<file path="src/rtl/booth_pkg.sv">
// Shared types for the sequential Booth multiplier.
// Assumes: nothing beyond IEEE 1800-2017.
package booth_pkg;

    // Action chosen for one step from the scanned bit pair
    typedef enum logic [1:0] {
        ACT_HOLD = 2'd0,
        ACT_ADD  = 2'd1,
        ACT_SUB  = 2'd2
    } booth_act_e;

    // Controller phase
    typedef enum logic {
        PH_IDLE = 1'b0,
        PH_RUN  = 1'b1
    } booth_phase_e;

endpackage

</file>
<file path="src/rtl/booth_recode.sv">
// Radix-2 Booth recoder: maps the current multiplier LSB and the bit
// shifted out in the previous step to an add, subtract or hold action.
// Assumes: purely combinational; the caller gates it with its step enable.
module booth_recode
    import booth_pkg::*;
(
    input  logic       lsb,
    input  logic       prev,
    output booth_act_e act
);

    // Decode the pair: 10 starts a run of ones, 01 ends one
    always_comb begin
        unique case ({lsb, prev})
            2'b10:   act = ACT_SUB;
            2'b01:   act = ACT_ADD;
            default: act = ACT_HOLD;
        endcase
    end

endmodule

</file>
<file path="src/rtl/booth_ctrl.sv">
// Step sequencer: accepts a start while idle, counts N steps, then
// returns to idle and emits a one-cycle completion pulse.
// Assumes: synchronous active-low reset; N >= 2.
module booth_ctrl
    import booth_pkg::*;
#(
    parameter int N = 8
) (
    input  logic clk,
    input  logic rst_n,
    input  logic start,
    output logic load,
    output logic step,
    output logic busy,
    output logic done
);

    localparam int CW = $clog2(N + 1);
    localparam logic [CW-1:0] LAST = CW'(N - 1);

    booth_phase_e   phase;
    logic [CW-1:0]  cnt;

    assign busy = (phase == PH_RUN);
    assign load = (phase == PH_IDLE) && start;
    assign step = busy;

    // Phase, step counter and completion pulse
    always_ff @(posedge clk) begin
        if (!rst_n) begin
            phase <= PH_IDLE;
            cnt   <= '0;
            done  <= 1'b0;
        end else begin
            done <= 1'b0;
            if (load) begin
                phase <= PH_RUN;
                cnt   <= '0;
            end else if (step) begin
                if (cnt == LAST) begin
                    phase <= PH_IDLE;
                    done  <= 1'b1;
                    cnt   <= '0;
                end else begin
                    cnt <= cnt + 1'b1;
                end
            end
        end
    end

    // completion lasts a single cycle
    a_r4_done_pulse: assert property (@(posedge clk) disable iff (!rst_n)
        done |=> !done);

    // busy and done never overlap
    a_r3_busy_done_excl: assert property (@(posedge clk) disable iff (!rst_n)
        !(busy && done));

    // completion only follows a running cycle
    a_r3_done_after_run: assert property (@(posedge clk) disable iff (!rst_n)
        $rose(done) |-> $fell(busy));

    // counter stays inside the step window
    a_r3_cnt_range: assert property (@(posedge clk) disable iff (!rst_n)
        cnt <= LAST);

    // a start while running does not restart the count
    a_r6_no_restart: assert property (@(posedge clk) disable iff (!rst_n)
        (busy && cnt != LAST) |=> (cnt == $past(cnt) + 1'b1));

endmodule

</file>
<file path="src/rtl/booth_datapath.sv">
// Booth datapath: guard-extended accumulator, multiplier shift register
// and the saved low bit. Each step adds, subtracts or holds, then shifts
// the combined register right arithmetically by one place.
// Assumes: load and step are never high together (controller guarantees).
module booth_datapath
    import booth_pkg::*;
#(
    parameter int N = 8
) (
    input  logic           clk,
    input  logic           rst_n,
    input  logic           load,
    input  logic           step,
    input  logic [N-1:0]   mcand,
    input  logic [N-1:0]   mplier,
    output logic [2*N-1:0] product
);

    localparam int AW = N + 1;   // accumulator with one guard bit

    logic [AW-1:0] acc;
    logic [AW-1:0] mreg;
    logic [N-1:0]  qreg;
    logic          qprev;
    logic [AW-1:0] sum;
    booth_act_e    act;

    booth_recode u_rec (
        .lsb  (qreg[0]),
        .prev (qprev),
        .act  (act)
    );

    // Add, subtract via two's complement, or pass through
    always_comb begin
        unique case (act)
            ACT_ADD: sum = acc + mreg;
            ACT_SUB: sum = acc + (~mreg + 1'b1);
            default: sum = acc;
        endcase
    end

    // Operand capture and one arithmetic right shift per step
    always_ff @(posedge clk) begin
        if (!rst_n) begin
            acc   <= '0;
            mreg  <= '0;
            qreg  <= '0;
            qprev <= 1'b0;
        end else if (load) begin
            acc   <= '0;
            mreg  <= {mcand[N-1], mcand};
            qreg  <= mplier;
            qprev <= 1'b0;
        end else if (step) begin
            acc   <= {sum[AW-1], sum[AW-1:1]};
            qreg  <= {sum[0], qreg[N-1:1]};
            qprev <= qreg[0];
        end
    end

    assign product = {acc[N-1:0], qreg};

    // a load clears the accumulator and captures the multiplier
    a_r2_load_state: assert property (@(posedge clk) disable iff (!rst_n)
        load |=> (acc == '0 && !qprev && qreg == $past(mplier)));

    // the multiplicand register changes only on a load
    a_r6_mcand_hold: assert property (@(posedge clk) disable iff (!rst_n)
        !load |=> $stable(mreg));

    // with no load and no step the product is frozen
    a_r9_hold: assert property (@(posedge clk) disable iff (!rst_n)
        (!load && !step) |=> $stable(product));

    // shift moves the old multiplier LSB into the saved bit
    a_r5_shift_bit: assert property (@(posedge clk) disable iff (!rst_n)
        step |=> (qprev == $past(qreg[0])));

endmodule

</file>
<file path="src/rtl/booth_mult.sv">
// Top of the sequential Booth signed multiplier: joins the step
// sequencer and the datapath. One add/subtract/hold plus one shift per
// cycle, N cycles per product.
// Assumes: synchronous active-low reset; N >= 2.
module booth_mult #(
    parameter int N = 8
) (
    input  logic           clk,
    input  logic           rst_n,
    input  logic           start,
    input  logic [N-1:0]   mcand,
    input  logic [N-1:0]   mplier,
    output logic           busy,
    output logic           done,
    output logic [2*N-1:0] product
);

    logic load;
    logic step;

    booth_ctrl #(.N(N)) u_ctrl (
        .clk   (clk),
        .rst_n (rst_n),
        .start (start),
        .load  (load),
        .step  (step),
        .busy  (busy),
        .done  (done)
    );

    booth_datapath #(.N(N)) u_dp (
        .clk     (clk),
        .rst_n   (rst_n),
        .load    (load),
        .step    (step),
        .mcand   (mcand),
        .mplier  (mplier),
        .product (product)
    );

    // an accepted start always leads to busy
    a_r2_start_busy: assert property (@(posedge clk) disable iff (!rst_n)
        (start && !busy) |=> busy);

endmodule

</file>
<file path="config.mk">
export PLATFORM = sky130hd
export DESIGN_NAME = booth_mult
export DESIGN_NICKNAME = d
export VERILOG_FILES = /design/src/rtl/booth_pkg.sv /design/src/rtl/booth_recode.sv /design/src/rtl/booth_ctrl.sv /design/src/rtl/booth_datapath.sv /design/src/rtl/booth_mult.sv
export SDC_FILE = /design/constraint.sdc
export NUM_CORES = 1
export LEC_CHECK = 0
export ABC_CLOCK_PERIOD_IN_PS = 2400
export CAP_MARGIN = 0
export CORE_MARGIN = 3
export CORE_UTILIZATION = 50
export DETAILED_ROUTE_END_ITERATION = 16
export DONT_BUFFER_PORTS = 1
export GPL_TIMING_DRIVEN = 0
export HOLD_SLACK_MARGIN = 0.08
export PLACE_DENSITY_LB_ADDON = 0.12
export SYNTH_ARGS = -nofsm -noshare
export SYNTH_HDL_FRONTEND = slang
export SYNTH_SLANG_ARGS = --single-unit
</file>
<file path="constraint.sdc">
create_clock -name clk -period 2.4 [get_ports clk]
set_input_delay 0.12 -clock clk [delete_from_list [all_inputs] [get_ports clk]]
set_output_delay 0.12 -clock clk [all_outputs]
set_load 0.02 [all_outputs]
</file>
**Yosys cells after proc, flatten, opt, wreduce, memory -nomap -nowiden**

Cells that the tools add are included.

- Register bits: 31
- Input port bits: 19
- Output and inout port bits: 18

- Add/subtract/negate cells: 4
- Equality and inequality tests: 5
- Muxes and demuxes: 9
- Bitwise operators: 3
- Reductions and logical operators: 4

Operators with widths:

| operator | number |
|---|---|
| $pmux 9 s2 | 1 |
| $mux 8 | 2 |
| $add 8x8->9 | 1 |
| $add 9x1->9 const B | 1 |
| $add 9x9->9 | 1 |
| $not 9->9 | 1 |
| $add 4x1->4 const B | 1 |
| $eq 2x1->1 const B | 2 |
| $eq 2x2->1 const B | 2 |
| $eq 4x3->1 const B | 1 |
| $mux 1 | 4 |
| $mux 4 | 1 |
| $pmux 2 s2 | 1 |
| $reduce_or 3->1 | 1 |
| $not 1->1 | 2 |
| $reduce_bool 2->1 | 1 |
| $reduce_or 2->1 | 1 |
| $logic_and 1x1->1 | 1 |

**Depth between registers and ports, before layout**

- Depth after elaboration: 6
- Gate-level depth with buffers: 8

**Cells and area by module**

Synthesis repeated with hierarchy kept, for this count alone.

- Cells, all modules: 275
- Area, all modules: 2296.0 sq um

By module, submodules not included:

| module | instances | cells each | area each (sq um) | seq. area each (sq um) |
|---|---|---|---|---|
| booth_datapath | 1 | 245 | 1988.2 | 500.5 |
| booth_ctrl | 1 | 28 | 292.8 | 120.1 |
| booth_recode | 1 | 2 | 15.0 | 0.0 |

**Worst setup path after synthesis**

No wires, ideal clock.

- Path type: register -> register
- From: reg u_dp.acc[0]
- To: reg u_dp.acc[3]
- Arrival: 1.815 ns
- Required time: 2.274 ns
- Slack: 0.459 ns
- Cell stages (with the launch flop): 9
- Clock period less this slack: 1.941 ns
- Cell sequence: dfxtp_1 ha_1 inv_1 fa_1 o21bai_1 a21oi_1 xor2_1 a21oi_1 o31ai_1

- Cells in the longest elaborated chain, start to end: 2
- Elaborated cells on any way between the ends: 3
- Those cells by class: 2 x add/sub; 1 x mux

Ends and longest elaborated chain:

| element | line | text |
|---|---|---|
| start, declared | booth_datapath.sv:21 | `logic [AW-1:0] acc;` |
| start signal, assigned | booth_datapath.sv:56 | `acc <= {sum[AW-1], sum[AW-1:1]};` |
| $add 9x9->9 / $add 8x8->9 (equally long branches) | booth_datapath.sv:38, booth_datapath.sv:37 |  |
| $pmux 9 s2 (*) | booth_datapath.sv:36 | `unique case (act)` |

Mark *: on every way between the ends. The rest lies on a longest branch, timed or not.
A chain may end at the register's enable or synchronous reset.

**Worst setup path in the final report**

- From: reg u_dp.acc[1]
- To: reg u_dp.acc[3]

The elaborated chain is that of the path after synthesis.

==> metrics.txt <==
I/O pin count=37; Remaining Overflow, GRT=0; distinct cell type count after synthesis=60; Rel. slew slack=70.4%; Clock Skew=0.00611 ns; GRT Resource Usage Total=21.2%; VDD IR max=0.000503 V; max_cap viols=0; Final Net Count=329; RSZ-0062 raised after global routing=false; Worst Path Arrival=2.41 ns; DRC Markers=0; Post-synth EDFFs=0; FF+latch area=622 sq um; Tcrit/Tclk final=91.8%; Crit-path slowest cell=dfxtp_1; largest net degree at the start of global routing=12; Mapped Nets=314; area of the multi-input gates=1480 sq um; LEAKAGE=1.00 nW; Worst path most repeated cell=a21oi_1; Synth Flop Type=dfxtp_1; routed wire length=5300 um; worst hold path startpoint=rst_n; P_sw=393 uW; Adder-Cell Fraction of Synth Area=12.1%; TritonRoute pass-1 iters=4; leading area contributor after synthesis=dfxtp_1; Setup crit end kind=register; layout cell share with drive strength beyond 1=10.3%; postcts setup bufs=0; Worst Tran Pin Value=0.438 ns; post-synthesis xor/xnor area fraction=1.91%; CTS Buf Count=5; chip height=73.7 um; internal power=961 uW; Worst R2R Start=u_dp.acc[1]; syn_area_per_cell=8.35 sq um; complex-gate fraction of the synthesized area=24.2%; crit-path leading delay family=compound AO/OA/AOI/OAI gates; input/output buffers=0; critical path startpoint=u_dp.acc[1]; Flop pwr share=42.7%; kind of critical path=reg -> reg; filler cell count=392; antenna violations before repair=0; Max Fclk=0.454 GHz; first-pass GRT wire length=8870 um; vias=1918; required time of the critical path=2.60 ns; Comb pwr share=19.1%; Starting DRT DRC Count=125; Seq cells post-synth=31; final core utilization=60.6%; Starting Density=54.5%; CTS Sinks=31; CTS tree=yes; Hold Crit Class=in -> reg; worst path cell trace=inv_1 > fa_1 > o21bai_1 > a21oi_1 > xor2_1 > a21oi_1 > o31ai_1; routed len/inst=15.6 um; CTS Buffer Depth=2; top-area cell type share of the netlist area=27.1%; largest family of logic cells by synthesized area=compound AO/OA/AOI/OAI gates; mux share of post-synthesis cell area=7.33%; final hold slack=0.112 ns; worst stage delay on the critical path=0.53 ns; Period minus WS final=2.20 ns; critical path peak fanout=6; Synthesis Warnings=0; setup_tns=0 ns; Inserted Diodes=0; Mapped Area=2290 sq um; power per standard cell area=532 nW/um^2; vias per std cell=5.64; sequential area share after synthesis=27.1%; clock power share=38.2%; most common cell in the synthesized netlist=nand2_1; final count of negative-setup-slack endpoints=0; largest cells by area after synthesis=dfxtp_1, ha_1, mux2i_1, nand2_1, inv_1; core area=4200 sq um; DP Wirelength=4060 um; vias in the first global route=1782; RePlAce Congestion=0.875; Clock Tree Root=clkbuf_8; Buf/Inv on CP=1; Worst-path clk slew=0.07 ns; worst skew pair latency=0.28 ns; Final Hold Vio Count=0; status=finished clean; DP Area=2350 sq um; Die W=73.7 um; die area=5420 sq um; Synth async-reset ratio=0%; area grow syn2layout=11.2%; H-tree levels=2; switching portion of total power=29.0%; Synth Instances=274; top cells by count, synth=nand2_1, dfxtp_1, inv_1; Simple-Gate Fraction of Synth Area=19.2%; Slew Limit Fails=0; final design instance area without fill=2540 sq um; row cnt=23; Detail Route Antenna Nets=0; Startpoint Class=register
==> metal layers <==
metal / up-vias / GRT usage, % / wire (um)
met5: - / 0 / 0
met4: 0 / 3.62 / 39
met3: 5 / 5.06 / 310
met2: 44 / 32.6 / 2370
met1: 880 / 30.4 / 2580
li1: 989 / - / -
==> cells by family (layout without fill, tap and decap cells) <==
| family | Yosys count | after routing |
|---|---|---|
| buf+inv | 41 | 57 |
| mux | 16 | 16 |
| simple gates | 87 | 87 |
| compound gates | 73 | 73 |
| flops | 31 | 31 |
| xor+xnor | 5 | 5 |
| fa+ha+maj | 21 | 21 |
==> what timing repair did <==
action | 4_1_cts | 5_1_grt
hold buffers | 8 | 0
setup endpoints to repair | 0 | 1
gates resized for setup | 0 | 1
endpoints found under the hold margin | 8 | 0
==> final cells by class <==
class	count	share of cell area, %
repair buffers	8	3.15
plain buffers	17	3.79
well taps	50	2.46
inverters	24	3.54
clock buffers	5	2.70
multi-input cells	202	58.2
flip-flops and latches	31	24.4
clock inverters	3	1.72
==> cells in the final DEF (no fill, tap or decap), types with 11 or more instances in the layout <==
cell / count
dfxtp_1: 30
o21ai_0: 11
nand2_1: 34
nor2_1: 14
inv_1: 24
mux2i_1: 13
ha_1: 19
==> flip-flops by register name (all words and copies together), names as in the netlist <==
register	count
u_ctrl.busy	1
u_ctrl.cnt	4
u_ctrl.done	1
u_dp.acc	8
u_dp.mreg	8
u_dp.qprev	1
u_dp.qreg	8
==> final timing paths <==
path	end	slack [ns]	cells past startpoint
worst max-delay path	u_dp.acc[3]	0.20	7
worst min-delay path	u_dp.acc[4]	0.11	2
worst max register to register	u_dp.acc[3]	0.20	7
worst min register to register	u_ctrl.cnt[3]	0.48	2
==> through the flow <==
stage               cells  setup slack [ns]  power [mW]
floorplan             274             0.459       0.782
global placement      324             0.198       0.833
detailed placement    324             0.147       0.836
CTS                   340             0.121        1.36
global route          340            0.0771        1.42
finish                340             0.197        1.35
==> power by group through the flow <==
stage	clock network [mW]	logic (mW)	registers, mW
floorplan	0	0.201	0.581
global placement	0	0.243	0.590
detailed placement	0	0.246	0.590
CTS	0.526	0.258	0.578
global route	0.552	0.288	0.582
finish	0.517	0.259	0.578
No activity file was read; power rests on OpenSTA's default activity.
